## config.mk

```make
export PLATFORM = sky130hd
export DESIGN_NAME = seg_addr_gen
export DESIGN_NICKNAME = d
export VERILOG_FILES = /design/src/rtl/seg_addr_gen.sv
export SDC_FILE = /design/constraint.sdc
export NUM_CORES = 1
export LEC_CHECK = 0
export ABC_CLOCK_PERIOD_IN_PS = 6700
export BUFFER_PORTS_ARGS = -buffer_cell sky130_fd_sc_hd__buf_2
export CAP_MARGIN = 20
export CORE_MARGIN = 3
export CORE_UTILIZATION = 64
export CTS_BUF_LIST = sky130_fd_sc_hd__clkbuf_8
export DETAILED_ROUTE_END_ITERATION = 10
export GPL_TIMING_DRIVEN = 1
export MAX_ROUTING_LAYER = met4
export PLACE_DENSITY = 0.88
export SLEW_MARGIN = 10
export SYNTH_ARGS = -nofsm -noshare
export SYNTH_HDL_FRONTEND = slang
export SYNTH_SLANG_ARGS = --single-unit
```

## constraint.sdc

```tcl
create_clock -name clk -period 6.7 [get_ports clk]
set_input_delay 0.335 -clock clk [delete_from_list [all_inputs] [get_ports clk]]
set_output_delay 0.335 -clock clk [all_outputs]
set_load 0.03 [all_outputs]
```

## src/rtl/seg_addr_gen.sv

```systemverilog
module seg_addr_gen #(
  parameter int SEG_W   = 16,
  parameter int OFF_W   = 16,
  parameter int SHIFT   = 4,
  parameter int NUM_SEG = 4
) (
  input  logic                       clk,
  input  logic                       rst_n,
  input  logic                       seg_we,
  input  logic [$clog2(NUM_SEG)-1:0] seg_wsel,
  input  logic [SEG_W-1:0]           seg_wdata,
  input  logic                       req_valid,
  input  logic [$clog2(NUM_SEG)-1:0] req_seg,
  input  logic [OFF_W-1:0]           req_offset,
  input  logic                       req_io,
  output logic                       addr_valid,
  output logic [SEG_W+SHIFT-1:0]     addr_out,
  output logic                       addr_io
);
  localparam int ADDR_W = SEG_W + SHIFT;

  logic [SEG_W-1:0]  seg_q [NUM_SEG];
  logic [ADDR_W-1:0] mem_addr, io_addr;

  // per-register write, code register resets to all ones
  always_ff @(posedge clk) begin
    for (int i = 0; i < NUM_SEG; i++) begin
      if (!rst_n)
        seg_q[i] <= (i == 0) ? '1 : '0;
      else if (seg_we && seg_wsel == i[$clog2(NUM_SEG)-1:0])
        seg_q[i] <= seg_wdata;
    end
  end

  // carry past the top bit is discarded by the width
  assign mem_addr = {seg_q[req_seg], {SHIFT{1'b0}}} + ADDR_W'(req_offset);
  assign io_addr  = ADDR_W'(req_offset);

  always_ff @(posedge clk) begin
    if (!rst_n) begin
      addr_valid <= 1'b0;
      addr_out   <= '0;
      addr_io    <= 1'b0;
    end else begin
      addr_valid <= req_valid;
      if (req_valid) begin
        addr_out <= req_io ? io_addr : mem_addr;
        addr_io  <= req_io;
      end
    end
  end


  valid_follow_chk: assert property (@(posedge clk) disable iff (!rst_n)
    $past(rst_n) |-> (addr_valid == $past(req_valid)));


  io_flag_chk: assert property (@(posedge clk) disable iff (!rst_n)
    (addr_valid && $past(rst_n)) |-> (addr_io == $past(req_io)));


  io_addr_chk: assert property (@(posedge clk) disable iff (!rst_n)
    (addr_valid && addr_io && $past(rst_n)) |-> (addr_out == ADDR_W'($past(req_offset))));


  low_bits_chk: assert property (@(posedge clk) disable iff (!rst_n)
    (addr_valid && !addr_io && $past(rst_n)) |-> (addr_out[SHIFT-1:0] == $past(req_offset[SHIFT-1:0])));
endmodule

```

======== Word-level counts from Yosys, hierarchy flattened ========
Memory sizes are Yosys's and may differ from the RTL's.
Cells that the tools add are included.
word-level totals
  logic and storage cells ................. 35
  bits of input ports ..................... 41
  output and inout port bits .............. 22
  memories ................................ 1
  memory bits (writable) .................. 64
  bits in registers ....................... 22
cells by class
  equality and inequality tests ........... 3
  reductions and logical operators ........ 5
  add/subtract/negate cells ............... 1
  muxes and demuxes ....................... 18
  bitwise operators ....................... 4
memories
  name   words  width  read ports  clocked after memory_dff  wr ports  line  RTL
  seg_q  4      16     1           0                         4         22    logic [SEG_W-1:0] seg_q [NUM_SEG];
operator list
  kind                                                  count
  2-to-1 mux 16 bit                                     4
  adder 20 x 16 -> 20 bit                               1
  2-to-1 mux 20 bit                                     1
  2-to-1 mux 1 bit                                      13
  equality test 2 bit (second input constant)           2
  logical AND 1 bit                                     4
  bitwise OR 1 bit                                      4
  equality test 2 x 1 -> 1 bit (second input constant)  1
  zero test 2 bit                                       1

======== Depth between registers and ports, before layout ========
Gate-level depths: netlist of the first run.
  depth after elaboration ................. 6
  depth in mapped cells ................... 11
  gate-level depth less buffers ........... 10

======== Worst setup path after synthesis of the first run ========
OpenSTA, ideal clock, no wires.
  kind .................................... in2reg
  start ................................... input req_seg[0]
  end ..................................... register addr_out[19]
  arrival time ............................ 2.733 ns
  cell stages on the path ................. 10
  buffers on the path ..................... 2
  slack ................................... 3.904 ns
  library setup time ...................... 0.063 ns
  required time ........................... 6.637 ns
  path through ............................ buf_6 > buf_2 > mux4_2 > ha_1 > and3_1 > and3_1 > o211a_4 > nor3_2 > or4_1 > nand3_1
between the ends
  cells in the longest elaborated chain, start to end .. 3
ends and longest elaborated chain
  item                      line  RTL
  start: declaration        13    input logic [$clog2(NUM_SEG)-1:0] req_seg,
  memory read (4 x 16 bit)  --
  adder 20 x 16 -> 20 bit   36    assign mem_addr = {seg_q[req_seg], {SHIFT{1'b0}}} + ADDR_W'(req_offset);
  2-to-1 mux 20 bit         47    addr_out <= req_io ? io_addr : mem_addr;
  end signal: assignment    47
  end: declaration          17    output logic [SEG_W+SHIFT-1:0] addr_out,
Every way passes these cells.
A chain may end at the register's enable or synchronous reset.

======== Worst setup path in the final report of the first run ========
  start ................................... input req_seg[0]
  end ..................................... register addr_out[15]
Same word-level chain as after synthesis.

==> results of run 1 <==
## tightest hold or removal path: cells and delay by family
family,cells,cell delay (ns)
buffers and inverters,1,0.07
multiplexers,1,0.05
AND/OR/NAND/NOR,1,0.09
## report_power, final
part	internal (mW)	switching (mW)	total, mW
registers	0.612	0.0137	0.626
logic	0.0918	0.137	0.228
clock network	0.217	0.206	0.423
## stage by stage
step / instance area [sq um] / hold WS [ns] / worst slack, ns
CTS: 4870 / 0.2258 / 3.899
detailed placement: 4641 / 0.4578 / 3.602
global route: 4870 / 0.2513 / 3.751
floorplan: 4287 / 0.5047 / 3.904
global placement: 4641 / 0.4536 / 3.727
finish: 4870 / 0.2324 / 3.903
## Yosys cell counts (4+ instances only)
library cell | instances | share of area
o21ai_0 | 11 | 0.013
o211ai_1 | 8 | 0.014
o21ai_1 | 5 | 0.0058
nor2b_1 | 6 | 0.0088
inv_1 | 6 | 0.0053
nand2_1 | 20 | 0.018
mux4_2 | 16 | 0.084
nand3_1 | 4 | 0.0047
nand2b_1 | 5 | 0.0073
mux2i_1 | 7 | 0.016
ha_1 | 12 | 0.035
xor2_1 | 5 | 0.010
o211a_1 | 5 | 0.012
and2_1 | 51 | 0.074
dfxtp_1 | 22 | 0.10
nor2_1 | 10 | 0.0088
xnor2_1 | 4 | 0.0082
clkbuf_1 | 12 | 0.011
edfxtp_1 | 64 | 0.45
or3_1 | 16 | 0.023
a21oi_1 | 14 | 0.016
## cells by family after synthesis
logic type,after synthesis
and+or+nand+nor,124
DFF,86
AOI/OAI and AO/OA,63
buffers and inverters,24
muxes,23
adders and majority gates,13
xor gates and xnor gates,9
## sequential cells by signal (all words and copies together), names as in the netlist
register	count
seg_q	64
addr_io	1
addr_valid	1
addr_out	20
## final cells by class
type | instances | share of cell area
Tap cell | 77 | 0.01978
Multi-Input combinational cell | 232 | 0.3751
Clock inverter | 7 | 0.02158
Timing Repair Buffer | 65 | 0.06835
Clock buffer | 9 | 0.02544
Inverter | 6 | 0.004625
Sequential cell | 86 | 0.4851
## worst max path at each step
stage                     slack (ns)       start            to  cells past startpoint
after floorplan                 3.90  req_seg[0]  addr_out[19]                     10
after global placement          3.73  req_seg[0]  addr_out[14]                     11
after detailed placement        3.60  req_seg[0]  addr_out[14]                     11
after CTS                       3.90  req_seg[0]  addr_out[15]                      9
after global routing            3.75  req_seg[0]  addr_out[15]                      9
final                           3.90  req_seg[0]  addr_out[15]                      9
## metal layers
layer / up-vias / global-route usage / wire [um]
met5: - / - / 0
met4: 0 / 0.09066 / 180
met3: 21 / 0.05738 / 593
met2: 127 / 0.4192 / 4456
met1: 1368 / 0.3045 / 3644
li1: 1393 / - / -
==> reports/qor.txt, run 1 <==
Multi-input gate area: 1827 sq um
CTS max path bufs: 2
Outcome: completed
CTS sink cnt: 86
Largest family of logic cells by synthesized area: simple AND/OR/NAND/NOR gates
Synth Warn #: 0
Arr. time, crit path: 3.10 ns
Ant diodes: 0
Worst-Skew Late Latency: 0.37 ns
Nets@finish: 454
Fillers: 410
Mux cell area share after synthesis: 0.1004
Worst Path Buf+Inv: 1
Row cnt: 29
Kind of critical path: in2reg
CTS tree: yes
CP most frequent cell: a21oi_1
Synth Register Bits: 86
Cts repair resizes: 0
Final core area utilization: 0.7582
Share of cells above drive strength 1: 0.2593
Final Cycle Share: 0.4174
Worst setup SP type: primary input
Avg Cell Area, Syn: 12.53 sq um
Yosys cell types: 49
Post-Layout Cell Count: 482
Final setup viols: 0
Pleak: 1.947 nW
Crit path cell chain: buf_2 > mux4_2 > ha_1 > a211oi_1 > o21ai_2 > o211a_4 > a2111oi_0 > a21oi_1 > a21oi_1
Worst hold start: req_offset[1]
Number of synthesized flops with an enable pin: 64
Synth-to-layout area growth: 13.60%
Xor-xnor portion of the synthesized cell area: 0.01839
CP Max Fanout: 16
DIE WIDTH: 87.84 um
Cell family with most CP delay: compound AO/OA/AOI/OAI gates
Placeable Area: 6422 sq um
Area of the mapped netlist: 4287 sq um
Routed Antenna Nets: 0
Placed Instances: 466
Commonest non-fill, non-tap cell in the layout: edfxtp_1
Port bufs: 62
Worst Tran Pin Value: 0.9765 ns
CTS Buf Count: 9
Final setup TNS: 0 ns
Initial core utilization: 0.6674
Drt first pass iters: 4
Register area share after synthesis: 0.5511
Ys async rst share: 0
Hold-fix buffers, CTS: 0
Sequential Area: 2362 sq um
Adder and majority gate portion of the synthesized area: 0.03970
Register-to-Register Setup Slack: 4.05 ns
Compound-Gate Fraction of Synth Area: 0.1030
Crit path capture type: register
Max Cap Viol: 0
GRT Util Overall: 0.2528
Worst Hold Class: in2reg
Synth Area in Simple Gates: 0.1637
Max stage delay on crit path: 0.60 ns
Leading cell types in the layout, fill and taps excluded: edfxtp_1, buf_2, and2_1
Number of global-route vias before repair: 2835
Pins over their slew limit: 0
Hold Crit Depth: 3
DR WL/cell: 18.41 um
Unrepaired setup endpoints after global routing: false
Rel. slew slack: 0.3466
R2R depth: 8
Worst R2R Start: seg_q[2][1]
Setup Skew: 0.009077 ns
CP max-delay cell: mux4_2
Vias/cell: 6.035
Worst Hold End: addr_out[1]
H-tree depth: 3
Dpl hpwl: 6.044 mm
Tot Pwr: 1.277 mW
Power Dens Cells: 262.3 nW/um^2
Chip Height: 87.84 um
Worst VDD drop: 0.2050 mV
Final WL: 8.874 mm
Die Area: 7716 sq um
Root Driver: clkbuf_8
CP required: 7.00 ns
DRC viols: 0
Post-synthesis instance total: 342
Syn nets: 396
Via count: 2909
Min Tclk post-route: 2.797 ns
First-pass GRT wire length: 13.87 mm
Total gr overflow: 0
GPL Wtd Cong: 0.9302
Post-CTS setup buffer count: 0
Main synth FF type: edfxtp_1
Hold Vio Cnt, Final: 0
IO Pins: 63
Largest net degree at the start of global routing: 32
Starting DRT DRC Count: 168
Fmax: 357.6 MHz
Clock Pin Slew Worst Setup and Hold Paths: 0.09 ns
R2r endpoint: addr_out[15]
Initial antenna violation count: 0
Power figures use the tool's default switching activity.
==> run 2: changes to the inputs <==
ABC_CLOCK_PERIOD_IN_PS = 2600   (was 6700)
CORE_UTILIZATION = 59   (was 64)
PLACE_DENSITY = 0.82   (was 0.88)
clock period = 2.6 ns   (was 6.7 ns; I/O delays follow)
==> run 2 against run 1 <==
Compared with the run above: routed wire length is 1.3% higher; largest power group unchanged; flip-flop and latch count stayed put; sequential power grew to 2.6 times the previous value; global-route usage is 2.7 points lower; combinational power grew to 2.9 times the previous value; die area is 7.9% higher; register-to-register slack worse by 4.0 ns; hold slack worse by 0.20 ns.
==> reports/qor.txt, run 2 (synthesis results as in run 1) <==
Outcome: completed
Ant diodes: 0
Register with the most flip-flops: seg_q
Crit path capture type: register
Dpl hpwl: 6.287 mm
Logic pwr share: 0.203
Fmax: 394.6 MHz
CP required: 2.89 ns
Initial antenna violation count: 0
Tot Pwr: 3.285 mW
Vias/cell: 5.767
DIE WIDTH: 91.24 um
GPL Wtd Cong: 0.8530
Root Driver: clkbuf_8
Commonest non-fill, non-tap cell in the layout: edfxtp_1
Met2 capacity usage during global routing: 0.3574
Rel. slew slack: 0.5407
Largest regs: seg_q x64, addr_out x20
Starting DRT DRC Count: 141
Register-to-Register Setup Slack: 0.07 ns
Share of cells above drive strength 1: 0.3002
Clock Pin Slew Worst Setup and Hold Paths: 0.08 ns
Number of global-route vias before repair: 2881
Pre-CTS setup slack: 0.009527 ns
Sequential power share: 0.491
Sw Pwr: 0.8778 mW
Worst setup SP type: register
Port bufs: 62
Kind of critical path: reg2reg
Final Cycle Share: 0.9747
Max Cap Viol: 0
Final WL: 8.991 mm
Final core area utilization: 0.7348
CTS Buf Count: 9
First-pass GRT wire length: 14.23 mm
Drt first pass iters: 5
Synth-to-layout area growth: 18.39%
Min Tclk post-route: 2.534 ns
Met3 usage: 0.05220
Final setup viols: 0
GRT Max-Usage Layer: met2
Hold-fix buffers, CTS: 0
Final setup TNS: 0 ns
Worst Hold Class: in2reg
Via count: 2993
Setup Skew: 0.008144 ns
Leading cell types in the layout, fill and taps excluded: edfxtp_1, buf_2, and2_1
Worst-Skew Late Latency: 0.35 ns
Clock power share: 0.307
Row cnt: 30
Pins over their slew limit: 0
Dpl cell area: 4793 sq um
CTS sink cnt: 86
GRT met1 Usage: 0.2968
Fin worst setup slack: 0.06590 ns
Pleak: 2.037 nW
Hold Vio Cnt, Final: 0
Total gr overflow: 0
Routed Antenna Nets: 0
CTS tree: yes
DRC viols: 0
Max reg flops: 64
Initial core utilization: 0.6207
DR WL/cell: 17.32 um
Chip Height: 91.24 um
Fraction of power spent switching nets: 0.2673
GRT Util Overall: 0.2262
Worst VDD drop: 0.2955 mV
Power Dens Cells: 647.2 nW/um^2
H-tree depth: 3
Die Area: 8324 sq um
Placeable Area: 6907 sq um
CTS max path bufs: 2
Int Pwr: 2.407 mW
Post-route design area: 5075 sq um
IO Pins: 63
Arr. time, crit path: 2.83 ns
Nets@finish: 472
CP Max Fanout: 4
Largest net degree at the start of global routing: 31
Worst Tran Pin Value: 0.6890 ns
==> run 2: area by class of cell <==
type                    instances  area, sq um
fillers                       501         1832
inverters                       6        22.52
well taps                      96        120.1
repair buffers                 83        480.5
multi-input cells             232         1876
flip-flops and latches         86         2362
clock buffers                   9        123.9
clock inverters                 7        90.09
==> run 2: critical path: stages, from the launching register on <==
cell	delay, ns
edfxtp_1	0.42
mux4_2	0.51
ha_4	0.32
o211ai_1	0.11
o21ai_2	0.26
o211a_4	0.21
nor3_2	0.04
or4_1	0.53
nand3_1	0.08
==> run 2: repair_timing <==
item                                    CTS  global route
endpoints found under the setup margin    0             7
gates resized for setup                   0             6
buffers inserted                          0             2
==> run 2: power groups by stage <==
stage	Combinational, mW	Sequential, mW	Clock (mW)
final	0.665	1.61	1.01
after floorplan	0.368	1.69	0
after global placement	0.605	1.64	0
after CTS	0.627	1.61	1.02
after global routing	0.721	1.62	1.08
after detailed placement	0.621	1.64	0
==> run 2: layer usage <==
layer  up-vias  wire [um]
li1       1427          -
met1      1445       3902
met2       112       4430
met3         9        582
met4         0         74
met5         -          0
==> run 2: path summary, 6_finish.rpt <==
| check | startpoint | end | cells after the start |
|---|---|---|---|
| worst min-delay path | req_offset[1] | addr_out[1] | 3 |
| worst max-delay path | seg_q[2][2] | addr_out[19] | 8 |
| worst max register to register | seg_q[2][2] | addr_out[19] | 8 |
| worst min register to register | addr_out[17] | addr_out[17] | 2 |
==> run 2: per-stage QoR <==
| stage | hold WS, ns | std cells |
|---|---|---|
| floorplan | 0.2997 | 342 |
| global placement | 0.3900 | 501 |
| detailed placement | 0.3991 | 501 |
| CTS | 0.02223 | 517 |
| global route | 0.03792 | 519 |
| finish | 0.03454 | 519 |
==> run 3: changes to the inputs <==
ABC_CLOCK_PERIOD_IN_PS = 2700   (was 2600)
SLEW_MARGIN = 20   (was 10)
clock period = 2.7 ns   (was 2.6 ns; I/O delays follow)
==> run 3 against run 2 <==
Compared with the run above: count of clock-buffer cells in the layout unchanged; final cell count down 0.19%; utilization down 0.91 points; register-to-register slack better by 0.03 ns; highest routed layer unchanged; largest power group unchanged; critical endpoint is now addr_out[17]; first-iteration DRC count down 6.4%; sequential share of layout area up 0.58 points.
==> reports/qor.txt, run 3 (synthesis results as in run 1) <==
Starting DRT DRC Count: 132
Post-CTS setup buffer count: 0
Die Area: 8324 sq um
DIE WIDTH: 91.24 um
Ant diodes: 0
CTS Buf Count: 9
Worst setup startpoint: seg_q[1][1]
Power Dens Cells: 612.6 nW/um^2
Initial core utilization: 0.6207
Final Cycle Share: 0.9636
Synth-to-layout area growth: 16.93%
Pleak: 2.011 nW
Post-route design area: 5012 sq um
Max stage delay on crit path: 0.50 ns
Chip Height: 91.24 um
GRT Util Overall: 0.2400
CTS tree: yes
Register with the most flip-flops: seg_q
Crit path capture type: register
CP max-delay cell: mux4_2
Register-to-Register Setup Slack: 0.1 ns
DRC viols: 0
Number of global-route vias before repair: 2953
CTS sink cnt: 86
Fin worst setup slack: 0.09828 ns
Fmax: 384.4 MHz
Multi-input gate area: 1837 sq um
Root Driver: clkbuf_8
Placed Instances: 502
Hold-fix buffers, CTS: 0
Vias/cell: 5.695
Kind of critical path: reg2reg
Final WL: 9.151 mm
Leading cell types in the layout, fill and taps excluded: edfxtp_1, buf_2, and2_1
Setup Skew: 0.005901 ns
R2r endpoint: addr_out[17]
Worst Hold Class: in2reg
Max reg flops: 64
Worst R2R Start: seg_q[1][1]
CP Max Fanout: 4
Arr. time, crit path: 2.84 ns
Hold Vio Cnt, Final: 0
Outcome: completed
Max Cap Viol: 0
CTS max path bufs: 2
Pins over their slew limit: 0
Via count: 2950
Share of cells above drive strength 1: 0.2867
Final setup TNS: 0 ns
Pre-CTS setup slack: 0.06745 ns
IO Pins: 63
Crit path cell chain: mux4_2 > ha_1 > a211oi_2 > o21ai_2 > o211a_4 > o31ai_1 > xor2_1 > o21ai_1
Row cnt: 30
Placeable Area: 6907 sq um
Fillers: 511
Min Tclk post-route: 2.602 ns
Dpl hpwl: 6.363 mm
GPL Wtd Cong: 0.9439
First-pass GRT wire length: 14.91 mm
Initial antenna violation count: 0
H-tree depth: 3
Worst-Skew Late Latency: 0.35 ns
Sequential Area: 2362 sq um
Clock Pin Slew Worst Setup and Hold Paths: 0.09 ns
CP required: 2.94 ns
DR WL/cell: 17.67 um
Total gr overflow: 0
Post-Layout Cell Count: 518
Drt first pass iters: 4
Final setup viols: 0
Largest net degree at the start of global routing: 31
Rel. slew slack: 0.5461
Unrepaired setup endpoints after global routing: false
Worst hold start: req_offset[0]
Worst VDD drop: 0.3080 mV
Largest regs: seg_q x64, addr_out x20
Commonest non-fill, non-tap cell in the layout: edfxtp_1
Nets@finish: 471
R2R depth: 8
Port bufs: 62
Dpl cell area: 4801 sq um
Crit path to: addr_out[17]
Worst Tran Pin Value: 0.6809 ns
Tot Pwr: 3.071 mW
Routed Antenna Nets: 0
Worst setup SP type: register
run 3: timing repair:
| item | CTS | global route |
|---|---|---|
| resized for setup | 1 | 1 |
| endpoints found under the setup margin | 1 | 1 |
| endpoints found under the hold margin | 0 | 0 |
run 3: routing by layer:
metal / track usage / share of wire / wire, um / vias to the layer above
met5: - / 0 / 0 / -
met4: 0.08040 / 0.018 / 167 / 0
met3: 0.03728 / 0.070 / 640 / 14
met2: 0.4096 / 0.51 / 4670 / 114
met1: 0.2933 / 0.40 / 3672 / 1392
li1: - / - / - / 1430
run 3: per-stage QoR:
stage                     hold WS (ns)    util
after global routing           0.06751  0.7257
after CTS                      0.04194  0.7245
final                          0.04865  0.7257
after global placement          0.3959  0.6951
after detailed placement        0.4064  0.6951
after floorplan                 0.3047       -
run 3: worst min-delay path by stage:
stage	end	cells past startpoint
final	addr_out[0]	3
after global routing	addr_out[3]	3
after CTS	addr_out[0]	3
after detailed placement	addr_out[0]	3
after global placement	addr_out[0]	3
after floorplan	addr_out[0]	2
run 3: worst max-delay path, delay by kind of cell (launching register included):
family | cells | cell delay [ns]
XOR/XNOR | 1 | 0.18
multiplexers | 1 | 0.50
adder cells (fa/ha/maj) | 1 | 0.34
AO/OA/AOI/OAI | 5 | 1.04
flip-flops | 1 | 0.42
run 3: power breakdown:
group	switching [mW]	internal [mW]	total (mW)
clock	0.468	0.431	0.898
combinational	0.358	0.261	0.620
sequential	0.0334	1.52	1.55
total	0.860	2.21	3.07
run 3: area by class of cell:
| class | instances | share of cell area |
|---|---|---|
| well taps | 96 | 0.02396 |
| clock inverters | 7 | 0.01473 |
| clock buffers | 9 | 0.02471 |
| repair buffers | 82 | 0.09436 |
| inverters | 6 | 0.004493 |
| flip-flops and latches | 86 | 0.4713 |
| multi-input cells | 232 | 0.3664 |
